## config.mk

```make
export PLATFORM = sky130hd
export DESIGN_NAME = adc_sequencer
export DESIGN_NICKNAME = d
export VERILOG_FILES = /design/src/rtl/adc_seq_pkg.sv /design/src/rtl/adc_seq_ctrl.sv /design/src/rtl/adc_seq_data.sv /design/src/rtl/adc_sequencer.sv
export SDC_FILE = /design/constraint.sdc
export NUM_CORES = 1
export LEC_CHECK = 0
export BUFFER_PORTS_ARGS = -buffer_cell sky130_fd_sc_hd__buf_2
export CAP_MARGIN = 10
export CORE_ASPECT_RATIO = 1.25
export CORE_MARGIN = 1
export CORE_UTILIZATION = 56
export CTS_CLUSTER_DIAMETER = 50
export CTS_CLUSTER_SIZE = 28
export DETAILED_ROUTE_END_ITERATION = 10
export PLACE_DENSITY = 0.85
export SLEW_MARGIN = 25
export SYNTH_ARGS = -nofsm -noshare
export SYNTH_HDL_FRONTEND = slang
export SYNTH_HIERARCHICAL = 1
export SYNTH_SLANG_ARGS = --single-unit
```

## constraint.sdc

```tcl
create_clock -name clk -period 5.6 [get_ports clk]
set_clock_uncertainty 0.2 [all_clocks]
set_input_delay 0.28 -clock clk [delete_from_list [all_inputs] [get_ports clk]]
set_output_delay 0.28 -clock clk [all_outputs]
set_load 0.02 [all_outputs]
```

## src/rtl/adc_seq_pkg.sv

```systemverilog
package adc_seq_pkg;

  typedef enum logic [1:0] {
    MODE_SINGLE = 2'd0,
    MODE_SCAN   = 2'd1,
    MODE_CONT   = 2'd2,
    MODE_TRIG   = 2'd3
  } seqMode_t;

  // register-side commands toward the control
  typedef struct packed {
    logic     start;
    logic     stop;
    logic     pause;
    logic     wide;
    seqMode_t mode;
  } seqCmd_t;

  // control strobes toward the datapath
  typedef struct packed {
    logic capture;
    logic busy;
    logic wide;
  } seqStrobe_t;

endpackage

```

## src/rtl/adc_seq_ctrl.sv

```systemverilog
module adc_seq_ctrl
  import adc_seq_pkg::*;
#(
  parameter int NUM_CH = 8,
  parameter int CH_W   = $clog2(NUM_CH)
) (
  input  logic            clk,
  input  logic            rstN,
  input  seqCmd_t         cmd,
  input  logic [CH_W-1:0] firstCh,
  input  logic [CH_W-1:0] lastCh,
  input  logic            convDone,
  output logic            convStart,
  output logic [CH_W-1:0] convCh,
  output seqStrobe_t      strb
);

  typedef enum logic [1:0] {S_IDLE, S_ISSUE, S_CONV, S_HOLD} state_t;

  localparam logic [CH_W-1:0] TOP_CH = CH_W'(NUM_CH - 1);

  state_t          state;
  logic [CH_W-1:0] ch, firstR, lastR, nextCh;
  seqMode_t        modeR;
  logic            wideR, lastOne, canStart;

  assign canStart = (state == S_IDLE) || (state == S_HOLD);
  assign lastOne  = (modeR == MODE_SINGLE) || (ch == lastR);
  assign nextCh   = (ch == TOP_CH) ? '0 : ch + 1'b1;

  always_ff @(posedge clk or negedge rstN) begin
    if (!rstN) begin
      state  <= S_IDLE;
      ch     <= '0;
      firstR <= '0;
      lastR  <= '0;
      modeR  <= MODE_SINGLE;
      wideR  <= 1'b0;
    end else if (cmd.stop) begin
      state <= S_IDLE;
    end else begin
      unique case (state)
        S_IDLE, S_HOLD: if (cmd.start) begin
          firstR <= firstCh;
          lastR  <= lastCh;
          modeR  <= cmd.mode;
          wideR  <= cmd.wide;
          ch     <= firstCh;
          state  <= S_ISSUE;
        end
        S_ISSUE: if (!cmd.pause) state <= S_CONV;
        S_CONV: if (convDone) begin
          if (lastOne) begin
            unique case (modeR)
              MODE_CONT: begin ch <= firstR; state <= S_ISSUE; end
              MODE_TRIG: state <= S_HOLD;
              default:   state <= S_IDLE;
            endcase
          end else begin
            ch    <= nextCh;
            state <= S_ISSUE;
          end
        end
        default: state <= S_IDLE;
      endcase
    end
  end

  assign convStart    = (state == S_ISSUE) && !cmd.pause && !cmd.stop;
  assign convCh       = ch;
  assign strb.capture = (state == S_CONV) && convDone && !cmd.stop;
  assign strb.busy    = (state != S_IDLE);
  assign strb.wide    = wideR;

  // one start pulse per conversion
  a_r11_start_pulse: assert property (@(posedge clk) disable iff (!rstN)
    convStart |=> !convStart);
  a_r11_no_restart: assert property (@(posedge clk) disable iff (!rstN)
    (state == S_CONV && !convDone) |-> !convStart);
  // pause holds off starts
  a_r10_pause_blocks: assert property (@(posedge clk) disable iff (!rstN)
    cmd.pause |-> !convStart);
  // single mode ends after its one result
  a_r2_single_ends: assert property (@(posedge clk) disable iff (!rstN)
    (strb.capture && modeR == MODE_SINGLE) |=> !strb.busy);
  // scan ends after the last channel
  a_r3_scan_ends: assert property (@(posedge clk) disable iff (!rstN)
    (strb.capture && modeR == MODE_SCAN && ch == lastR) |=> !strb.busy);
  // holding state issues nothing until a new start
  a_r6_hold_quiet: assert property (@(posedge clk) disable iff (!rstN)
    (state == S_HOLD && !cmd.start) |=> !convStart);
  // stop returns to idle
  a_r5_stop_idle: assert property (@(posedge clk) disable iff (!rstN)
    cmd.stop |=> !strb.busy);

endmodule

```

## src/rtl/adc_seq_data.sv

```systemverilog
module adc_seq_data
  import adc_seq_pkg::*;
#(
  parameter int CH_W   = 3,
  parameter int RES_W  = 10,
  parameter int LOW_W  = 8,
  parameter int DATA_W = 16,
  parameter int ADDR_W = 2
) (
  input  logic              clk,
  input  logic              rstN,
  input  logic              wrEn,
  input  logic              rdEn,
  input  logic [ADDR_W-1:0] addr,
  input  logic [DATA_W-1:0] wrData,
  output logic [DATA_W-1:0] rdData,
  input  logic [RES_W-1:0]  convResult,
  input  logic [CH_W-1:0]   convCh,
  input  seqStrobe_t        strb,
  output seqCmd_t           cmd,
  output logic [CH_W-1:0]   firstCh,
  output logic [CH_W-1:0]   lastCh,
  output logic              irq
);

  // control word layout
  localparam int LAST_LO   = CH_W;
  localparam int MODE_LO   = 2 * CH_W;
  localparam int WIDE_BIT  = MODE_LO + 2;
  localparam int START_BIT = WIDE_BIT + 1;
  localparam int STOP_BIT  = WIDE_BIT + 2;
  localparam int PAUSE_BIT = WIDE_BIT + 3;
  localparam int TAG_LO    = RES_W;

  logic             ctrlWr, statWr, dataRd;
  logic             pauseR, irqR, ovrR, unreadR;
  logic [RES_W-1:0] resultR, shaped;
  logic [CH_W-1:0]  tagR;

  assign ctrlWr = wrEn && (addr == ADDR_W'(0));
  assign statWr = wrEn && (addr == ADDR_W'(1));
  assign dataRd = rdEn && (addr == ADDR_W'(2));

  assign cmd.start = ctrlWr && wrData[START_BIT];
  assign cmd.stop  = ctrlWr && wrData[STOP_BIT];
  assign cmd.pause = pauseR;
  assign cmd.wide  = wrData[WIDE_BIT];
  assign cmd.mode  = seqMode_t'(wrData[MODE_LO +: 2]);
  assign firstCh   = wrData[CH_W-1:0];
  assign lastCh    = wrData[LAST_LO +: CH_W];

  assign shaped = strb.wide ? convResult
                            : RES_W'(convResult[RES_W-1 -: LOW_W]);

  always_ff @(posedge clk or negedge rstN) begin
    if (!rstN) begin
      pauseR  <= 1'b0;
      irqR    <= 1'b0;
      ovrR    <= 1'b0;
      unreadR <= 1'b0;
      resultR <= '0;
      tagR    <= '0;
    end else begin
      if (ctrlWr) pauseR <= wrData[PAUSE_BIT];
      if (strb.capture) begin
        resultR <= shaped;
        tagR    <= convCh;
      end
      if (strb.capture)              irqR <= 1'b1;
      else if (statWr && wrData[1])  irqR <= 1'b0;
      if (strb.capture)              unreadR <= 1'b1;
      else if (dataRd)               unreadR <= 1'b0;
      if (strb.capture && unreadR && !dataRd) ovrR <= 1'b1;
      else if (statWr && wrData[2])           ovrR <= 1'b0;
    end
  end

  assign irq = irqR;

  always_comb begin
    rdData = '0;
    unique case (addr)
      ADDR_W'(0): rdData[PAUSE_BIT] = pauseR;
      ADDR_W'(1): rdData[3:0] = {pauseR, ovrR, irqR, strb.busy};
      ADDR_W'(2): begin
        rdData[RES_W-1:0]       = resultR;
        rdData[TAG_LO +: CH_W]  = tagR;
      end
      default: rdData = '0;
    endcase
  end

  // every capture leaves irq set, even against a clear
  a_r8_irq_on_capture: assert property (@(posedge clk) disable iff (!rstN)
    strb.capture |=> irq);
  // unread result overwritten raises overrun
  a_r9_overrun_set: assert property (@(posedge clk) disable iff (!rstN)
    (strb.capture && unreadR && !dataRd) |=> ovrR);
  a_r9_read_no_ovr: assert property (@(posedge clk) disable iff (!rstN)
    (strb.capture && !ovrR && (!unreadR || dataRd)) |=> !ovrR);
  // narrow results leave the upper bits clear
  a_r7_narrow_top: assert property (@(posedge clk) disable iff (!rstN)
    (strb.capture && !strb.wide) |=> (resultR[RES_W-1:LOW_W] == '0));

endmodule

```

## src/rtl/adc_sequencer.sv

```systemverilog
module adc_sequencer
  import adc_seq_pkg::*;
#(
  parameter int NUM_CH = 8,
  parameter int RES_W  = 10,
  parameter int LOW_W  = 8,
  parameter int DATA_W = 16,
  parameter int ADDR_W = 2,
  localparam int CH_W  = $clog2(NUM_CH)
) (
  input  logic              clk,
  input  logic              rstN,
  input  logic              wrEn,
  input  logic              rdEn,
  input  logic [ADDR_W-1:0] addr,
  input  logic [DATA_W-1:0] wrData,
  output logic [DATA_W-1:0] rdData,
  output logic              convStart,
  output logic [CH_W-1:0]   convCh,
  input  logic              convDone,
  input  logic [RES_W-1:0]  convResult,
  output logic              busy,
  output logic              irq
);

  seqCmd_t         cmd;
  seqStrobe_t      strb;
  logic [CH_W-1:0] firstCh, lastCh;

  adc_seq_data #(
    .CH_W(CH_W), .RES_W(RES_W), .LOW_W(LOW_W),
    .DATA_W(DATA_W), .ADDR_W(ADDR_W)
  ) uData (
    .clk(clk), .rstN(rstN), .wrEn(wrEn), .rdEn(rdEn), .addr(addr),
    .wrData(wrData), .rdData(rdData), .convResult(convResult),
    .convCh(convCh), .strb(strb), .cmd(cmd), .firstCh(firstCh),
    .lastCh(lastCh), .irq(irq)
  );

  adc_seq_ctrl #(.NUM_CH(NUM_CH), .CH_W(CH_W)) uCtrl (
    .clk(clk), .rstN(rstN), .cmd(cmd), .firstCh(firstCh),
    .lastCh(lastCh), .convDone(convDone), .convStart(convStart),
    .convCh(convCh), .strb(strb)
  );

  assign busy = strb.busy;

endmodule

```

==> run_results.csv, run 1 <==
group,metric,value,unit
final_layout,drive_gt1_share,35.1,%
drt,drtIter0Drc,39,
sta,tightestPinTransition,663,ps
place,place_congestion,0.800,
clocking,root_buffer,"clkbuf_8",
sta,slew_violations,0,
global_routing,grt_max_degree,32,
critical_path,cp.required,5580,ps
yosys,syn_inst,183,
final_layout,multiInputGateArea,970,um^2
die,die_width,54.6,um
min_path,min_to,"uCtrl/modeR[0]$_DFFE_PN0P_",
sta,setup_ws,3420,ps
global_routing,antenna_found_initial,0,
sta,finalHoldViolCount,0,
clocking,cts.sinks,31,
drt,drc,0,
clocking,cts_buffers,5,
place,post-place-ws,3370,ps
final_layout,seq_area,776,um^2
global_routing,grt_pass1_wl,6180,um
min_path,min_path_cells,2,
yosys,synth_fa_ha_area_share,5.17,%
clocking,h-tree-depth,2,
min_path,hold_class,"primary input to flop",
power,powerDensity,521,mW/mm^2
global_routing,grt_pass1_vias,1446,
power,power_leakage,1.06,nW
sta,period_minus_slack,2180,ps
sta,grt_setup_unrepaired,"no",
drt,ant_nets,0,
critical_path,r2r_start,"uCtrl/state[0]$_DFFE_PN0P_",
yosys,synthSimpleGateAreaFrac,13.6,%
global_routing,overflow,0,
die,initial_utilization,59.6,%
yosys,ys_ff_latch,31,
sta,setup_violations,0,
drt,finalWirelength,3900,um
die,rows,23,
clocking,cts_tree,"yes",
yosys,synthMuxAreaShare,13.6,%
flow_run,maxCapViolCount,0,
yosys,ys_types,41,
final_layout,area_growth_syn_to_layout,12.3,%
final_layout,fin_nets,262,
die,core,0.00325,mm^2
yosys,synth_xor_area_share,3.88,%
place,io_buffers,47,
clocking,clk_pin_slew,70,ps
sta,fmax,0.458,GHz
clocking,clk_latency,290,ps
place,post-dp-hpwl,2750,um
yosys,avgSynthCellArea,10.6,um^2
yosys,yosys_warnings,6,
die,die_y,67.8,um
min_path,hp-start,"wrData[6]",
critical_path,worstPathArrival,2160,ps
critical_path,critPathCaptureType,"flop",
status,status,"finished clean",
critical_path,critPathKind,"flop to flop",
critical_path,ff2ff_path_depth,6,
sta,fin_setup_tns,0,ps
final_layout,design_area,0.00217,mm^2
die,io_pins,55,
yosys,synth_compound_area_share,12.9,%
final_layout,antenna_cells,0,
drt,wl_per_cell,15.0,um
clocking,ctsResizeCount,0,
critical_path,worst_setup_path_start_kind,"flop",
clocking,clk_path_buf_depth,2,
global_routing,grt_usage,23.9,%
yosys,synth-seq-area-share,40.1,%
drt,vias,1522,
critical_path,r2r_slack,3420,ps
die,die-area,0.00370,mm^2
drt,firstDrtPassIters,4,
sta,post-route-period-util,39.0,%
place,placed_area,0.00208,mm^2
critical_path,critPathMaxFanout,26,
power,peakVddDrop,0.347,mV
sta,slew_headroom,55.8,%
yosys,synth_top_family_by_area,"multiplexers",
critical_path,rr_endpoint,"uData/tagR[2]$_DFFE_PN0P_",
final_layout,fillers,276,
drt,vias_per_cell,5.88,
yosys,synth_area,0.00194,mm^2
[metrics by stage]
stage                     utilization [%]  total power, mW  cells  hold slack [ps]
after floorplan                         -            0.830    185             -216
after global placement               63.8            0.922    250              155
after detailed placement             63.8            0.945    250              157
after CTS                            66.9             1.13    259             12.5
after global routing                 66.9             1.22    259             19.8
final                                66.9             1.13    259             16.3
[routing by layer]
layer  wire length, um  up-vias  part of all wire [%]  GRT usage [%]
li1                  -      712                     -              -
met3               203        8                   5.2           7.43
met5                 0        -                     0              0
met4                78        0                   2.0           11.2
met2              1970       46                    51           39.0
met1              1650      756                    42           27.9
[synthesized netlist by cell type]
library cell  number  area, um^2
dfrtp_1           31         776
buf_4             16         120
nor2_1            14        52.6
mux2_2            12         135
inv_1              9        33.8
a21oi_1            8        40.0
and2_1             8        50.1
ha_1               8         100
mux2i_1            8        80.1
nand2_1            5        18.8
nand3_1            5        25.0
nor2b_1            5        31.3
a22oi_1            4        30.0
a41oi_1            4        35.0
buf_6              4        45.0
and3_1             3        18.8
mux2_1             3        33.8
nand4_1            3        18.8
o311ai_0           3        26.3
xnor2_2            3        48.8
xor2_1             3        26.3
a21o_1             2        15.0
a22o_1             2        17.5
nor3b_1            2        15.0
o21ai_1            2        10.0
a2111oi_1          1        10.0
a211oi_1           1        7.51
a21boi_1           1        7.51
a21oi_2            1        8.76
a221o_1            1        10.0
a41oi_2            1        16.3
buf_2              1        5.00
conb_1             1        3.75
mux2_4             1        15.0
nand3b_1           1        7.51
nor3_1             1        5.00
o21ai_2            1        8.76
o31ai_1            1        7.51
or2_1              1        6.26
or2_2              1        6.26
or3b_1             1        8.76
[layout by cell type, fill, tap and decap left out, types with 8 or more instances in the layout]
cell type and count:
nor2_1 14, a21oi_1 8, and2_1 8, dfrtp_1 31, buf_2 47, mux2_2 12
inv_1 9, mux2i_1 8, ha_1 8
[power breakdown]
group          leakage, nW  internal (mW)  switching [mW]
registers            0.374          0.332           0.116
clock network       0.0402         0.0863          0.0921
logic                0.641          0.236           0.271
[worst max path at each step]
stage / from / end / depth (start not counted)
2_1_floorplan: addr[0] / uCtrl/convCh[0]$_DFFE_PN0P_ / 6
3_3_place_gp: addr[0] / uCtrl/convCh[1]$_DFFE_PN0P_ / 7
3_5_place_dp: addr[0] / uCtrl/convCh[2]$_DFFE_PN0P_ / 7
4_1_cts: uCtrl/state[0]$_DFFE_PN0P_ / uData/tagR[2]$_DFFE_PN0P_ / 6
5_1_grt: uCtrl/state[0]$_DFFE_PN0P_ / uData/tagR[2]$_DFFE_PN0P_ / 6
6_report: uCtrl/state[0]$_DFFE_PN0P_ / uData/tagR[2]$_DFFE_PN0P_ / 6
[area by class of cell]
class                      instances  area share, %
tap                               37           2.13
multi-input combinational        124           44.6
sequential                        31           35.7
inverter                           9           1.55
clock inverter                     3          0.921
clock buffer                       5           3.16
timing repair buffer              50           12.0
[flip-flops by register name, summed over array words and instances (netlist names), 2 cells and up]
name	count
uCtrl/state	2
uCtrl/convCh	3
uCtrl/firstR	3
uCtrl/lastR	3
uData/resultR	10
uCtrl/modeR	2
uData/tagR	3
[critical path: stages, from the launching register on]
cell     delay (ps)
dfrtp_1         400
inv_1            90
ha_1            350
inv_1           170
nor3_2          190
buf_4           290
mux2_2          370
[what timing repair did]
action / CTS / global route
hold buffers: 1 / 0
setup endpoints to repair: 0 / 0
setup buffers: 0 / 0
endpoints found under the hold margin: 31 / 0
[logic make-up after synthesis]
kind of cell	after synthesis
simple gates	50
compound gates	33
flops	31
buf+inv	30
mux	24
fa+ha+maj	8
xor+xnor	6
other cells	1
No activity file was read; power rests on OpenSTA's default activity.
==> inputs of run 2 (changes only) <==
CORE_UTILIZATION = 52   (was 56)
PLACE_DENSITY = 0.8   (was 0.85)
clock period = 2.2 ns   (was 5.6 ns; I/O delays follow)
==> run_results.csv, run 2 (synthesized netlist as in run 1, its figures left out) <==
group,metric,value,unit
sta,slew_violations,0,
critical_path,critPathKind,"flop to flop",
sta,hold-worst-slack,9.82,ps
sta,setup_violations,0,
power,powerDensity,1210,mW/mm^2
place,place_congestion,0.782,
global_routing,antenna_found_initial,0,
final_layout,stdcell_count,288,
die,die_width,56.6,um
sta,slew_headroom,54.8,%
clocking,clk_latency,280,ps
sta,setup_ws,160,ps
sta,fin_setup_tns,0,ps
critical_path,startpoint,"uCtrl/state[0]$_DFFE_PN0P_",
place,placed_area,0.00210,mm^2
power,internal_power,1.78,mW
final_layout,design_area,0.00246,mm^2
die,core,0.00351,mm^2
drt,wl_met1,1780,um
final_layout,multiInputGateArea,976,um^2
final_layout,area_growth_syn_to_layout,27.1,%
global_routing,grt_max_degree,32,
clocking,cts_setup_buffers,0,
final_layout,top_register,"uData/resultR",
critical_path,critPathMaxFanout,3,
drt,vias,1559,
min_path,min_path_cells,3,
final_layout,utilization,70.0,%
clocking,clk_path_buf_depth,2,
critical_path,r2r_slack,160,ps
place,io_buffers,47,
critical_path,worst_setup_path_start_kind,"flop",
power,peakVddDrop,1.02,mV
drt,ant_nets,0,
clocking,cts_buffers,5,
critical_path,critPathBufInv,1,
sta,post-route-period-util,92.7,%
final_layout,fillers,258,
final_layout,mostFrequentLayoutCells,"47 x buf_2, 31 x dfrtp_1, 25 x dlygate4sd3_1, 14 x nor2_1, 12 x mux2_2",
power,power_leakage,1.18,nW
clocking,cts_tree,"yes",
min_path,hp-start,"rdEn",
power,seqPwrFrac,38.2,%
critical_path,r2r_start,"uCtrl/state[0]$_DFFE_PN0P_",
critical_path,critPathTopFamily,"compound AO/OA/AOI/OAI gates",
clocking,h-tree-depth,2,
critical_path,rr_endpoint,"uCtrl/convCh[0]$_DFFE_PN0P_",
critical_path,worstPathArrival,2010,ps
place,post-place-ws,155,ps
drt,highest_layer,"met4",
critical_path,cp.required,2170,ps
die,die-area,0.00397,mm^2
status,status,"finished clean",
final_layout,largest_reg_flops,10,
drt,finalWirelength,4220,um
critical_path,cpMaxStageDelayCell,"a2111oi_1",
sta,grt_setup_unrepaired,"no",
die,initial_utilization,55.1,%
clocking,cts.sinks,31,
sta,fmax,0.490,GHz
power,pwr-share-clk,16.8,%
sta,tightestPinTransition,678,ps
clocking,clk_pin_slew,70,ps
global_routing,grt_pass1_wl,7020,um
global_routing,grt_usage,23.0,%
critical_path,critPathCaptureType,"flop",
clocking,root_buffer,"clkbuf_8",
drt,vias_per_cell,5.41,
power,power,2.98,mW
place,numPlacedInstances,255,
global_routing,overflow,0,
die,die_y,70.2,um
min_path,min_to,"uData/unreadR$_DFFE_PN0P_",
drt,drc,0,
final_layout,drive_gt1_share,32.5,%
sta,finalHoldViolCount,0,
place,post-dp-hpwl,2780,um
min_path,hold_class,"primary input to flop",
final_layout,seq_area,776,um^2
sta,period_minus_slack,2040,ps
die,io_pins,55,
drt,firstDrtPassIters,4,
drt,wl_met3,174,um
flow_run,maxCapViolCount,0,
critical_path,ff2ff_path_depth,6,
critical_path,critical_path.cell_chain,"inv_1 -> ha_1 -> nor2_1 -> a2111oi_1 -> o21ai_2 -> mux2_1",
critical_path,max_stage_delay,400,ps
final_layout,fin_nets,289,
die,rows,24,
power,switching_power,1.19,mW
power,pwr-share-comb,45.1,%
drt,drtIter0Drc,29,
global_routing,grt_pass1_vias,1604,
drt,wl_per_cell,14.6,um
power,switching_share,40.1,%
drt,wl_met2,2190,um
final_layout,antenna_cells,0,
final_layout,final_common_cell,"buf_2",
## run 2: timing repair
| action | CTS | global route |
|---|---|---|
| hold buffers | 25 | 0 |
| endpoints found under the setup margin | 0 | 2 |
| resized for setup | 0 | 1 |
| endpoints found under the hold margin | 53 | 0 |
## run 2: worst max-delay path by stage
stage / end / slack (ps) / cells after the start
final: uCtrl/convCh[0]$_DFFE_PN0P_ / 160 / 6
after floorplan: uCtrl/convCh[0]$_DFFE_PN0P_ / 330 / 6
after detailed placement: uCtrl/convCh[2]$_DFFE_PN0P_ / 160 / 6
after global routing: uCtrl/convCh[0]$_DFFE_PN0P_ / 50 / 6
after global placement: uData/resultR[8]$_DFFE_PN0P_ / 180 / 7
after CTS: uData/resultR[8]$_DFFE_PN0P_ / 140 / 7
## run 2: final cells by class
type | count | area share [%]
clock inverter | 1 | 0.305
inverter | 9 | 1.37
tap | 39 | 1.98
timing repair buffer | 77 | 21.3
sequential | 31 | 31.5
clock buffer | 7 | 3.91
multi-input combinational | 124 | 39.7
## run 2: worst min-delay path, cell delays in order
cell      delay, ps
buf_2            80
a21boi_1         70
or2_1           200
## run 2: per-layer routing
| metal | vias to the layer above | track usage [%] |
|---|---|---|
| met2 | 41 | 39.3 |
| met5 | - | 0 |
| li1 | 764 | - |
| met3 | 8 | 5.93 |
| met1 | 746 | 27.2 |
| met4 | 0 | 8.94 |
## run 2: power groups by stage
stage | clock (mW) | combinational, mW | sequential [mW]
finish | 0.499 | 1.34 | 1.14
global route | 0.529 | 1.48 | 1.18
CTS | 0.516 | 1.33 | 1.13
detailed placement | 0 | 1.26 | 1.14
global placement | 0 | 1.24 | 1.13
floorplan | 0 | 1.03 | 1.09
==> inputs of run 3 (changes only) <==
PLACE_DENSITY = 0.79   (was 0.8)
==> run_results.csv, run 3 (synthesized netlist as in run 1, its figures left out) <==
group,metric,value,unit
sta,fin_setup_tns,0,ps
global_routing,antenna_found_initial,0,
final_layout,drive_gt1_share,32.5,%
clocking,clk_pin_slew,70,ps
place,place_congestion,0.763,
die,io_pins,55,
critical_path,max_stage_delay,380,ps
sta,fmax,0.493,GHz
min_path,min_to,"uData/unreadR$_DFFE_PN0P_",
drt,firstDrtPassIters,4,
critical_path,ff2ff_path_depth,6,
sta,tightestPinTransition,684,ps
global_routing,overflow,0,
sta,grt_setup_unrepaired,"no",
drt,drtIter0Drc,48,
final_layout,mostFrequentLayoutCells,"47 x buf_2, 31 x dfrtp_1, 25 x dlygate4sd3_1, 14 x nor2_1, 12 x mux2_2",
clocking,root_buffer,"clkbuf_8",
critical_path,critPathCaptureType,"flop",
final_layout,top_register,"uData/resultR",
die,rows,24,
sta,setup_violations,0,
drt,drc,0,
sta,period_minus_slack,2030,ps
critical_path,critPathBufInv,2,
status,status,"finished clean",
clocking,cts.sinks,31,
sta,post-route-period-util,92.2,%
global_routing,grt_usage,23.7,%
critical_path,cpMaxStageDelayCell,"or3b_1",
clocking,clk_path_buf_depth,2,
critical_path,cp.required,2230,ps
drt,ant_nets,0,
drt,wl_per_cell,15.0,um
final_layout,largest_reg_flops,10,
place,numPlacedInstances,255,
die,core,0.00351,mm^2
power,power,3.09,mW
critical_path,worstPathArrival,2060,ps
min_path,min_path_cells,3,
min_path,hold_class,"primary input to flop",
final_layout,multiInputGateArea,976,um^2
clocking,clk_latency,300,ps
critical_path,rr_endpoint,"uCtrl/state[1]$_DFFE_PN0P_",
clocking,h-tree-depth,2,
die,die_width,56.6,um
drt,finalWirelength,4310,um
critical_path,r2r_start,"uCtrl/state[0]$_DFFE_PN0P_",
clocking,cts_buffers,5,
sta,slew_headroom,54.4,%
global_routing,grt_pass1_vias,1537,
final_layout,fillers,269,
drt,highest_layer,"met4",
drt,vias_per_cell,5.39,
min_path,hp-start,"rdEn",
critical_path,worst_setup_path_start_kind,"flop",
final_layout,fin_nets,289,
critical_path,critPathMaxFanout,6,
drt,wl_met3,213,um
final_layout,utilization,70.4,%
sta,hold-worst-slack,20.9,ps
final_layout,area_growth_syn_to_layout,27.8,%
final_layout,final_common_cell,"buf_2",
die,initial_utilization,55.1,%
clocking,cts_tree,"yes",
flow_run,maxCapViolCount,0,
drt,vias,1553,
critical_path,critical_path.cell_chain,"inv_1 -> ha_1 -> buf_4 -> a221o_1 -> or3b_1 -> a21oi_2",
power,peakVddDrop,0.870,mV
place,io_buffers,47,
final_layout,seq_area,776,um^2
die,die_y,70.2,um
clocking,cts_setup_buffers,0,
critical_path,r2r_slack,170,ps
critical_path,critPathKind,"flop to flop",
power,power_leakage,1.19,nW
place,post-dp-hpwl,2760,um
power,powerDensity,1250,mW/mm^2
sta,slew_violations,0,
critical_path,critPathTopFamily,"compound AO/OA/AOI/OAI gates",
global_routing,grt_pass1_wl,7180,um
global_routing,grt_max_degree,32,
final_layout,antenna_cells,0,
drt,wl_met2,2160,um
final_layout,stdcell_count,288,
die,die-area,0.00397,mm^2
drt,wl_met1,1880,um
sta,finalHoldViolCount,0,
## run 3: changes by cell type in the layout (fill, tap and decap cells not counted)
cell	delta
clkbuf_8	-1
bufinv_16	+1
clkinvlp_4	-1
clkinv_2	+1
## run 3: stage by stage
stage / setup WS, ps / cell area [um^2]
final: 171 / 2470
after global routing: 55.1 / 2470
after CTS: 149 / 2470
after detailed placement: 183 / 2100
after global placement: 205 / 2100
after floorplan: 327 / 1940
## run 3: power by group
group | leakage, nW | internal (mW) | switching, mW
clock | 0.0612 | 0.366 | 0.229
combinational | 0.759 | 0.667 | 0.701
sequential | 0.374 | 0.845 | 0.284
total | 1.19 | 1.88 | 1.21
## run 3: what timing repair did
item,4_1_cts,5_1_grt
setup endpoints to repair,0,1
gates resized for setup,0,1
hold endpoints to repair,53,0
hold buffers,25,0
## run 3: layout make-up
class | count | share of cell area [%]
clock inverter | 2 | 1.42
inverter | 9 | 1.37
sequential | 31 | 31.3
tap | 39 | 1.97
multi-input combinational | 124 | 39.4
clock buffer | 6 | 3.34
timing repair buffer | 77 | 21.1
## run 3: how the worst max path moves through the flow
stage / start / to / slack (ps) / cells past startpoint
4_1_cts: uCtrl/state[0]$_DFFE_PN0P_ / uData/resultR[8]$_DFFE_PN0P_ / 150 / 7
2_1_floorplan: uCtrl/state[0]$_DFFE_PN0P_ / uCtrl/convCh[0]$_DFFE_PN0P_ / 330 / 6
5_1_grt: uCtrl/state[0]$_DFFE_PN0P_ / uData/resultR[2]$_DFFE_PN0P_ / 60 / 7
3_3_place_gp: uCtrl/state[0]$_DFFE_PN0P_ / uCtrl/convCh[1]$_DFFE_PN0P_ / 210 / 6
3_5_place_dp: uCtrl/state[0]$_DFFE_PN0P_ / uData/resultR[8]$_DFFE_PN0P_ / 180 / 7
6_report: uCtrl/state[0]$_DFFE_PN0P_ / uCtrl/state[1]$_DFFE_PN0P_ / 170 / 6
## run 3: layer usage
layer	vias up	global-route usage (%)
met2	50	39.2
met4	0	6.78
met5	-	0
met3	7	6.67
met1	737	30.0
li1	759	-
## run 3: worst reg2reg max path: stages, from the launching register on
cell and delay (ps):
dfrtp_1 370, inv_1 70, ha_1 270, buf_4 180, a221o_1 370, or3b_1 380
a21oi_2 120
